===== src/rtl/snd_pause_pkg.sv =====
package snd_pause_pkg;

    typedef enum logic [1:0] {
        CH_IDLE   = 2'd0,
        CH_RUN    = 2'd1,
        CH_FROZEN = 2'd2
    } ch_state_e;

endpackage


===== src/rtl/snd_pause_prescale.sv =====
module snd_pause_prescale #(
    parameter int PRE_W = 8
) (
    input  logic             clk,
    input  logic             rst_n,
    input  logic             line_stb,
    input  logic             wr_stb,
    input  logic [PRE_W-1:0] wr_val,
    output logic             tick,
    output logic [PRE_W-1:0] phase_o,
    output logic [PRE_W-1:0] limit_o
);

    logic [PRE_W-1:0] phase_q;
    logic [PRE_W-1:0] limit_q;
    logic             wrap;

    // A strobe that meets the programmed limit ends the period.
    assign wrap = line_stb && !wr_stb && (phase_q == limit_q);
    assign tick = wrap;

    always_ff @(posedge clk) begin
        if (!rst_n) begin
            phase_q <= '0;
            limit_q <= '0;
        end else if (wr_stb) begin
            phase_q <= '0;
            limit_q <= wr_val;
        end else if (line_stb) begin
            if (wrap) begin
                phase_q <= '0;
            end else begin
                phase_q <= phase_q + 1'b1;
            end
        end
    end

    assign phase_o = phase_q;
    assign limit_o = limit_q;

endmodule


===== src/rtl/snd_pause_chan.sv =====
module snd_pause_chan
    import snd_pause_pkg::*;
#(
    parameter int CNT_W = 12
) (
    input  logic             clk,
    input  logic             rst_n,
    input  logic             en,
    input  logic             tick,
    input  logic             ld,
    input  logic [CNT_W-1:0] ld_val,
    output logic             paused,
    output logic [CNT_W-1:0] cnt_o
);

    ch_state_e        state_q, state_d;
    logic [CNT_W-1:0] cnt_q, cnt_d;
    logic             ld_nz;
    logic             step;
    logic             last;

    assign ld_nz = (ld_val != '0);
    assign step  = en && tick;
    assign last  = (cnt_q == CNT_W'(1));

    // State register
    always_ff @(posedge clk) begin
        if (!rst_n) begin
            state_q <= CH_IDLE;
            cnt_q   <= '0;
        end else begin
            state_q <= state_d;
            cnt_q   <= cnt_d;
        end
    end

    // Next state and count
    always_comb begin
        state_d = state_q;
        cnt_d   = cnt_q;
        unique case (state_q)
            CH_IDLE: begin
                if (ld) begin
                    cnt_d   = ld_val;
                    state_d = !ld_nz ? CH_IDLE : (en ? CH_RUN : CH_FROZEN);
                end
            end
            CH_RUN: begin
                if (ld) begin
                    cnt_d   = ld_val;
                    state_d = !ld_nz ? CH_IDLE : (en ? CH_RUN : CH_FROZEN);
                end else if (!en) begin
                    state_d = CH_FROZEN;
                end else if (step) begin
                    cnt_d   = cnt_q - 1'b1;
                    state_d = last ? CH_IDLE : CH_RUN;
                end
            end
            CH_FROZEN: begin
                if (ld) begin
                    cnt_d   = ld_val;
                    state_d = !ld_nz ? CH_IDLE : (en ? CH_RUN : CH_FROZEN);
                end else if (step) begin
                    cnt_d   = cnt_q - 1'b1;
                    state_d = last ? CH_IDLE : CH_RUN;
                end else if (en) begin
                    state_d = CH_RUN;
                end
            end
            default: begin
                state_d = CH_IDLE;
                cnt_d   = '0;
            end
        endcase
    end

    // Outputs
    always_comb begin
        paused = (state_q != CH_IDLE);
        cnt_o  = cnt_q;
    end

endmodule


===== src/rtl/snd_pause_timer.sv =====
module snd_pause_timer #(
    parameter int NUM_CH = 3,
    parameter int CNT_W  = 12,
    parameter int PRE_W  = 8
) (
    input  logic                    clk,
    input  logic                    rst_n,
    input  logic                    line_stb,
    input  logic                    pre_wr,
    input  logic [PRE_W-1:0]        pre_val,
    input  logic [NUM_CH-1:0]       ch_en,
    input  logic [NUM_CH-1:0]       pause_ld,
    input  logic [NUM_CH*CNT_W-1:0] pause_val,
    input  logic [NUM_CH-1:0]       addr_wr,
    output logic [NUM_CH-1:0]       paused
);

    logic                         tick;
    logic [PRE_W-1:0]             pre_phase;
    logic [PRE_W-1:0]             pre_limit;
    logic [NUM_CH-1:0][CNT_W-1:0] chan_cnt;

    snd_pause_prescale #(.PRE_W(PRE_W)) u_pre (
        .clk     (clk),
        .rst_n   (rst_n),
        .line_stb(line_stb),
        .wr_stb  (pre_wr),
        .wr_val  (pre_val),
        .tick    (tick),
        .phase_o (pre_phase),
        .limit_o (pre_limit)
    );

    for (genvar g = 0; g < NUM_CH; g++) begin : g_ch
        snd_pause_chan #(.CNT_W(CNT_W)) u_ch (
            .clk   (clk),
            .rst_n (rst_n),
            .en    (ch_en[g]),
            .tick  (tick),
            .ld    (pause_ld[g]),
            .ld_val(pause_val[g*CNT_W +: CNT_W]),
            .paused(paused[g]),
            .cnt_o (chan_cnt[g])
        );
    end

endmodule



===== config.mk =====
export PLATFORM = sky130hd
export DESIGN_NAME = snd_pause_timer
export DESIGN_NICKNAME = d
export VERILOG_FILES = /design/src/rtl/snd_pause_pkg.sv /design/src/rtl/snd_pause_prescale.sv /design/src/rtl/snd_pause_chan.sv /design/src/rtl/snd_pause_timer.sv
export SDC_FILE = /design/constraint.sdc
export NUM_CORES = 1
export LEC_CHECK = 0
export BUFFER_PORTS_ARGS = -buffer_cell sky130_fd_sc_hd__buf_2
export CAP_MARGIN = 20
export CORE_UTILIZATION = 50
export DETAILED_ROUTE_END_ITERATION = 8
export GPL_TIMING_DRIVEN = 0
export PLACE_DENSITY = 0.74
export REMOVE_ABC_BUFFERS = 1
export SYNTH_ARGS = -nofsm -noshare
export SYNTH_HDL_FRONTEND = slang
export SYNTH_SLANG_ARGS = --single-unit

===== constraint.sdc =====
create_clock -name clk -period 2.1 [get_ports clk]
set_input_delay 0.525 -clock clk [delete_from_list [all_inputs] [get_ports clk]]
set_output_delay 0.525 -clock clk [all_outputs]
set_load 0.02 [all_outputs]

==> summary.txt, run 1 <==
Run status
  – Status: complete, no violations

Yosys
  – Post-synthesis instance area: 3920 um2
  – Synth area leader: dfxtp_1
  – Yosys reg bits: 58
  – Mapped Cells: 496
  – Sequential fraction of the synthesis area: 29.6%
  – Yosys Warn Count: 0
  – Top_reg_cell synth: dfxtp_1
  – Top cells by area, synth: dfxtp_1 (30%), ha_1 (6.1%), xor2_1 (5.8%)
  – Mean Syn Cell Area: 7.90 um2
  – Yosys cell types: 52
  – Post-synth EDFFs: 0
  – Share of the synthesized area in the top cell type: 29.6%
  – Asr flop ratio synth: 0%
  – Synth cell count leaders: dfxtp_1 (58), nor2_1 (47), nand2_1 (45)
  – Most numerous cell in the Yosys netlist: dfxtp_1

Critical path
  – CP Data Required Time: 2.38 ns
  – Startpoint class of the critical path: flop
  – CP Class: reg2reg
  – Worst-path cell chain: or4_4, nor4_1, xor2_1, a22oi_1, or3_1, a21oi_1
  – Reg2reg setup slack: 0.04 ns
  – Crit-path max FO: 5
  – Worst Path Arrival: 2.34 ns
  – Slowest cell on crit path: or4_4
  – Cells on worst reg2reg path: 6
  – Worst reg2reg startpoint: g_ch[2].u_ch.cnt_o[0]$_SDFFE_PN0P_
  – CP Capture Type: flop
  – Slowest stage delay, CP: 0.60 ns
  – FF-to-FF End: g_ch[2].u_ch.cnt_o[7]$_SDFFE_PN0P_

Clocking
  – Clock Pin Slew Worst Setup and Hold Paths: 0.07 ns
  – Clock sinks: 58
  – CTS root buf: clkbuf_8
  – Worst skew pair latency: 0.35 ns
  – Clock buffer count from CTS: 9
  – CTS tree: done
  – H-tree Lvls: 3
  – Clock Path Buffers: 2

Pwr
  – Leak Pwr: 1.97 nW
  – Pwr/cell area: 1000 nW/um2
  – Peak supply drop: 0.622 mV

Drt
  – Post-route ant nets: 0
  – Vias/cell: 5.97
  – Drt drc: 0
  – Routed WL: 10300 um
  – Initial drt markers: 180
  – Drt first pass iters: 4
  – Drt wl/cell: 15.9 um
  – Via count of the routed design: 3879

Floorplan
  – Cell Rows: 31
  – Starting Density: 52.9%
  – I/O pins: 60
  – Core ar.: 7410 um2
  – Die area: 8190 um2
  – Die width: 90.5 um
  – Die Ht: 90.5 um

Min path
  – Hold depth: 3
  – Worst hold start: pre_val[5]
  – Worst Hold Class: in2reg
  – Min-Delay Endpoint: u_pre.limit_o[5]$_SDFFE_PN0P_

Timing
  – Post-layout minimum cycle time: 2.06 ns
  – Tcrit/Tclk final: 98.0%
  – Endpoints failing hold: 0
  – Setup TNS: 0 ns
  – Max-slew violations: 0
  – RSZ-0062 raised after global routing: true
  – Setup WS post-layout: 0.0412 ns
  – Worst slew pin tran: 0.651 ns
  – Final setup viols: 0
  – Worst rel slew slack: 56.6%
  – FMAX: 486 MHz
  – Worst Clk Skew: 0.0141 ns

Placed design
  – HPWL Detailed: 6650 um
  – GPL Wtd Cong: 0.838
  – I/O Buffers: 56
  – Post-DP Area: 4180 um2
  – Worst slack, placed: -0.933 ns

Global routing
  – Largest net degree at the start of global routing: 32
  – GRT Total Usage: 25.5%
  – Grt ovf: 0
  – Vias in the first global route: 3794
  – First-pass GRT wire length: 17200 um
  – Initial antenna violation count: 0

Finish
  – # diodes: 0
  – Layout cells sized above 1: 23.2%
  – Area delta synth->final: 21.2%
  – Final instance area: 4750 um2
  – Fin nets: 622
  – Util after Layout: 64.1%

Job
  – Max Cap Viol: 0
-- metrics by stage --
step	instances	hold slack, ns	power, mW
floorplan	467	0.451	2.93
global route	650	0.413	5.09
detailed placement	622	0.474	3.39
global placement	622	0.469	3.32
finish	650	0.415	4.76
CTS	644	0.403	4.47
-- state kept, by name (all words and copies together) (netlist names) --
register / cells
g_ch.u_ch.cnt_o: 36
u_pre.limit_o: 8
u_pre.phase_o: 8
g_ch.u_ch.state_q: 6
-- worst max path at each step --
stage / end / startpoint / depth (start not counted)
global placement: g_ch[0].u_ch.cnt_o[10]$_SDFFE_PN0P_ / g_ch[0].u_ch.state_q[0]$_SDFFE_PN0P_ / 7
finish: g_ch[2].u_ch.cnt_o[7]$_SDFFE_PN0P_ / g_ch[2].u_ch.cnt_o[0]$_SDFFE_PN0P_ / 6
CTS: g_ch[0].u_ch.cnt_o[8]$_SDFFE_PN0P_ / g_ch[0].u_ch.cnt_o[0]$_SDFFE_PN0P_ / 8
floorplan: g_ch[0].u_ch.cnt_o[10]$_SDFFE_PN0P_ / g_ch[0].u_ch.state_q[0]$_SDFFE_PN0P_ / 7
global route: g_ch[2].u_ch.cnt_o[11]$_SDFFE_PN0P_ / g_ch[2].u_ch.cnt_o[4]$_SDFFE_PN0P_ / 6
detailed placement: g_ch[0].u_ch.cnt_o[10]$_SDFFE_PN0P_ / g_ch[0].u_ch.state_q[0]$_SDFFE_PN0P_ / 7
-- critical path, delay by kind of cell (launching register included) --
family                    cells  cell delay (ns)
AOI/OAI and AO/OA             2             0.22
xor gates and xnor gates      1             0.18
DFF                           1             0.35
and+or+nand+nor               3             1.25
-- cell usage in the layout (no fill, tap or decap), drive strengths merged, types with 7 or more instances in the layout --
cell type and instances:
ha 19, nor4 19, xor2 26, or4 8, a22o 12, nand3 14, a22oi 18, nand2 45
mux2i 9, a32o 7, o31ai 8, or3 15, xnor2 15, nor3 11, buf 66, clkbuf 10
a21oi 29, dfxtp 58, nor2 47, o21ai 35, inv 25
-- power breakdown --
part | internal (mW) | switching [mW]
Sequential | 1.29 | 0.235
Clock | 0.459 | 0.500
Combinational | 1.05 | 1.23
-- what timing repair did --
action,CTS,global route
hold buffers,0,0
cloned,2,0
setup endpoints to repair,42,41
setup buffers,4,5
pin swaps,4,12
resized for setup,19,34
-- area by class of cell --
| cell class | instances | area (um2) |
|---|---|---|
| Multi-Input combinational cell | 387 | 2800 |
| Fill cell | 647 | 2660 |
| Sequential cell | 58 | 1170 |
| Timing Repair Buffer | 66 | 388 |
| Clock buffer | 10 | 138 |
| Tap cell | 99 | 124 |
| Inverter | 24 | 90.1 |
| Clock inverter | 6 | 41.3 |
-- routing by layer --
layer  track usage [%]  vias to the layer above  share of wire, %
li1                  -                     1911                 -
met1              30.1                     1843                43
met2              44.5                      108                50
met3              5.81                       17               4.9
met4              10.1                        0               1.8
met5                 0                        -                 0
-- cells by family (layout without fill, tap and decap cells) --
| family | count (synthesis) | count (layout) | share of synthesized area, % |
|---|---|---|---|
| and+or+nand+nor | 186 | 187 | 24.1 |
| AOI/OAI and AO/OA | 130 | 131 | 22.7 |
| DFF | 58 | 58 | 29.6 |
| buffers and inverters | 53 | 106 | 5.97 |
| xor gates and xnor gates | 41 | 41 | 9.17 |
| adders and majority gates | 19 | 19 | 6.07 |
| muxes | 9 | 9 | 2.30 |
(Power assumes the default switching activity.)
==> run 2: changes to the inputs <==
--- a/config.mk
+++ b/config.mk
@@ -7,6 +7,7 @@
 export LEC_CHECK = 0
 export BUFFER_PORTS_ARGS = -buffer_cell sky130_fd_sc_hd__buf_2
 export CAP_MARGIN = 20
+export CORE_ASPECT_RATIO = 0.7
 export CORE_UTILIZATION = 50
 export DETAILED_ROUTE_END_ITERATION = 8
 export GPL_TIMING_DRIVEN = 0
==> summary.txt, run 2 (synthesized netlist as in run 1, its figures left out) <==
Critical path
  – Slowest cell on crit path: or4_1
  – Crit-path max FO: 5 (unchanged)
  – CP Class: reg2reg
  – CP Capture Type: flop
  – Worst Path Arrival: 2.33 ns (about the same)
  – Startpoint class of the critical path: flop
  – Crit path max-delay family: simple AND/OR/NAND/NOR gates
  – CP Data Required Time: 2.37 ns (about the same)
  – Crit path buf inv count: 0 (unchanged)
  – Slowest stage delay, CP: 0.49 ns (-0.11 ns)
  – Worst-path cell chain: xor2_2, nor3_2, and3_4, o221ai_2, or4_1, a21oi_1

Floorplan
  – Die width: 108 um (+19%)
  – Cell Rows: 26 (-16%)
  – I/O pins: 60 (unchanged)
  – Die area: 8200 um2 (about the same)
  – Core ar.: 7450 um2 (+0.56%)
  – Starting Density: 52.6% (-0.29 points)
  – Die Ht: 76.1 um (-16%)

Drt
  – Initial drt markers: 328 (+82%)
  – Via count of the routed design: 3951 (+1.9%)
  – Vias/cell: 6.01 (+0.77%)
  – Post-route ant nets: 0 (unchanged)
  – Drt wl/cell: 15.9 um (about the same)
  – Drt drc: 0 (unchanged)
  – Drt first pass iters: 5 (+1)
  – Routed WL: 10400 um (+1.0%)

Placed design
  – I/O Buffers: 56 (unchanged)
  – Worst slack, placed: -0.859 ns (+0.0747 ns)
  – Post-DP Area: 4180 um2 (about the same)
  – GPL Wtd Cong: 0.877 (+4.6%)
  – HPWL Detailed: 6760 um (+1.7%)

Clocking
  – Clock Path Buffers: 2 (unchanged)
  – Worst skew pair latency: 0.34 ns (about the same)
  – H-tree Lvls: 3 (unchanged)
  – CTS tree: done
  – Clock Pin Slew Worst Setup and Hold Paths: 0.07 ns (about the same)
  – Clock buffer count from CTS: 9 (unchanged)
  – CTS root buf: clkbuf_8
  – Clock sinks: 58 (unchanged)

Finish
  – Most frequent cells in the layout: buf_2 (56), dfxtp_1 (50), nand2_1 (45)
  – Final instance area: 4760 um2 (+0.18%)
  – Max reg flops: 36 (unchanged)
  – # diodes: 0 (unchanged)
  – Layout cells sized above 1: 24.5% (+1.3 points)
  – Area delta synth->final: 21.4%
  – Leading cell type in the layout, fill and taps excluded: buf_2
  – Fin nets: 630 (+1.3%)

Timing
  – Endpoints failing hold: 0 (unchanged)
  – Tcrit/Tclk final: 97.9% (-0.11 points)
  – Final setup viols: 0 (unchanged)
  – RSZ-0062 raised after global routing: true
  – Worst rel slew slack: 60.4% (+3.8 points)
  – Worst slew pin tran: 0.594 ns (-0.0567 ns)
  – Max-slew violations: 0 (unchanged)
  – Min Hold Slack: 0.426 ns (+0.0113 ns)
  – Post-layout minimum cycle time: 2.06 ns (-0.00231 ns)
  – Worst Clk Skew: 0.0140 ns (-0.000151 ns)
  – Setup WS post-layout: 0.0435 ns (+0.00231 ns)
  – Setup TNS: 0 ns (unchanged)
  – FMAX: 486 MHz (+0.11%)

Run status
  – Status: complete, no violations

Global routing
  – Initial antenna violation count: 0 (unchanged)
  – First-pass GRT wire length: 16600 um (-3.7%)
  – Largest net degree at the start of global routing: 32 (unchanged)
  – Vias in the first global route: 3527 (-7.0%)
  – GRT Total Usage: 25.1% (-0.41 points)
  – Grt ovf: 0 (unchanged)

Pwr
  – Pwr/cell area: 989 nW/um2 (-1.4%)
  – Peak supply drop: 0.476 mV (-23%)
  – Leak Pwr: 1.99 nW (+1.1%)

Min path
  – Worst Hold Class: in2reg

Job
  – Max Cap Viol: 0 (unchanged)
==> run 2: cell count changes in the layout (fill, tap and decap cells not counted), moves of 2 or more <==
cell,change
buf_4,+8
a211oi_2,+2
dfxtp_2,+3
dfxtp_1,-4
o21ai_1,+2
nor4_2,+2
==> run 2: cell type report <==
class | count | area, um2
clock buffers | 11 | 141
inverters | 24 | 90.1
clock inverters | 5 | 30.0
repair buffers | 73 | 415
fillers | 613 | 2690
multi-input cells | 388 | 2780
flip-flops and latches | 58 | 1180
well taps | 98 | 123
==> run 2: worst reg2reg max path, cell delays in order, from the launching register on <==
cell	delay, ns
dfxtp_1	0.46
xor2_2	0.16
nor3_2	0.24
and3_4	0.32
o221ai_2	0.17
or4_1	0.49
a21oi_1	0.15
==> run 2: timing repair <==
| item | CTS | global route |
|---|---|---|
| gates resized for setup | 21 | 32 |
| setup endpoints to repair | 41 | 41 |
| setup buffers | 6 | 10 |
| hold buffers | 0 | 0 |
| cloned | 2 | 1 |
| pin swaps | 5 | 11 |
==> run 2: per-stage QoR <==
stage	instances	power, mW	utilization [%]
2_1_floorplan	467	2.93	-
3_3_place_gp	621	3.33	56.1
3_5_place_dp	621	3.39	56.1
4_1_cts	645	4.44	60.8
5_1_grt	657	5.04	63.8
6_report	657	4.70	63.8
==> run 2: path summary, 6_finish.rpt <==
kind	from	end	slack (ns)	cells past startpoint
min reg2reg	g_ch[0].u_ch.state_q[1]$_SDFFE_PN0P_	g_ch[0].u_ch.state_q[1]$_SDFFE_PN0P_	0.48	2
max	u_pre.phase_o[0]$_SDFFE_PP0P_	g_ch[2].u_ch.state_q[1]$_SDFFE_PN0P_	0.04	6
min	pre_val[5]	u_pre.limit_o[5]$_SDFFE_PN0P_	0.43	3
max reg2reg	u_pre.phase_o[0]$_SDFFE_PP0P_	g_ch[2].u_ch.state_q[1]$_SDFFE_PN0P_	0.04	6
==> run 2: layer usage <==
metal | global-route usage (%) | wire, um
met5 | 0 | 0
met2 | 37.6 | 4720
met1 | 35.1 | 4890
met3 | 6.67 | 751
met4 | 7.40 | 80
==> run 2: power breakdown <==
part | internal, mW | leakage [nW] | switching, mW
Combinational | 1.03 | 1.42 | 1.23
Clock | 0.454 | 0.0851 | 0.466
Sequential | 1.29 | 0.481 | 0.235
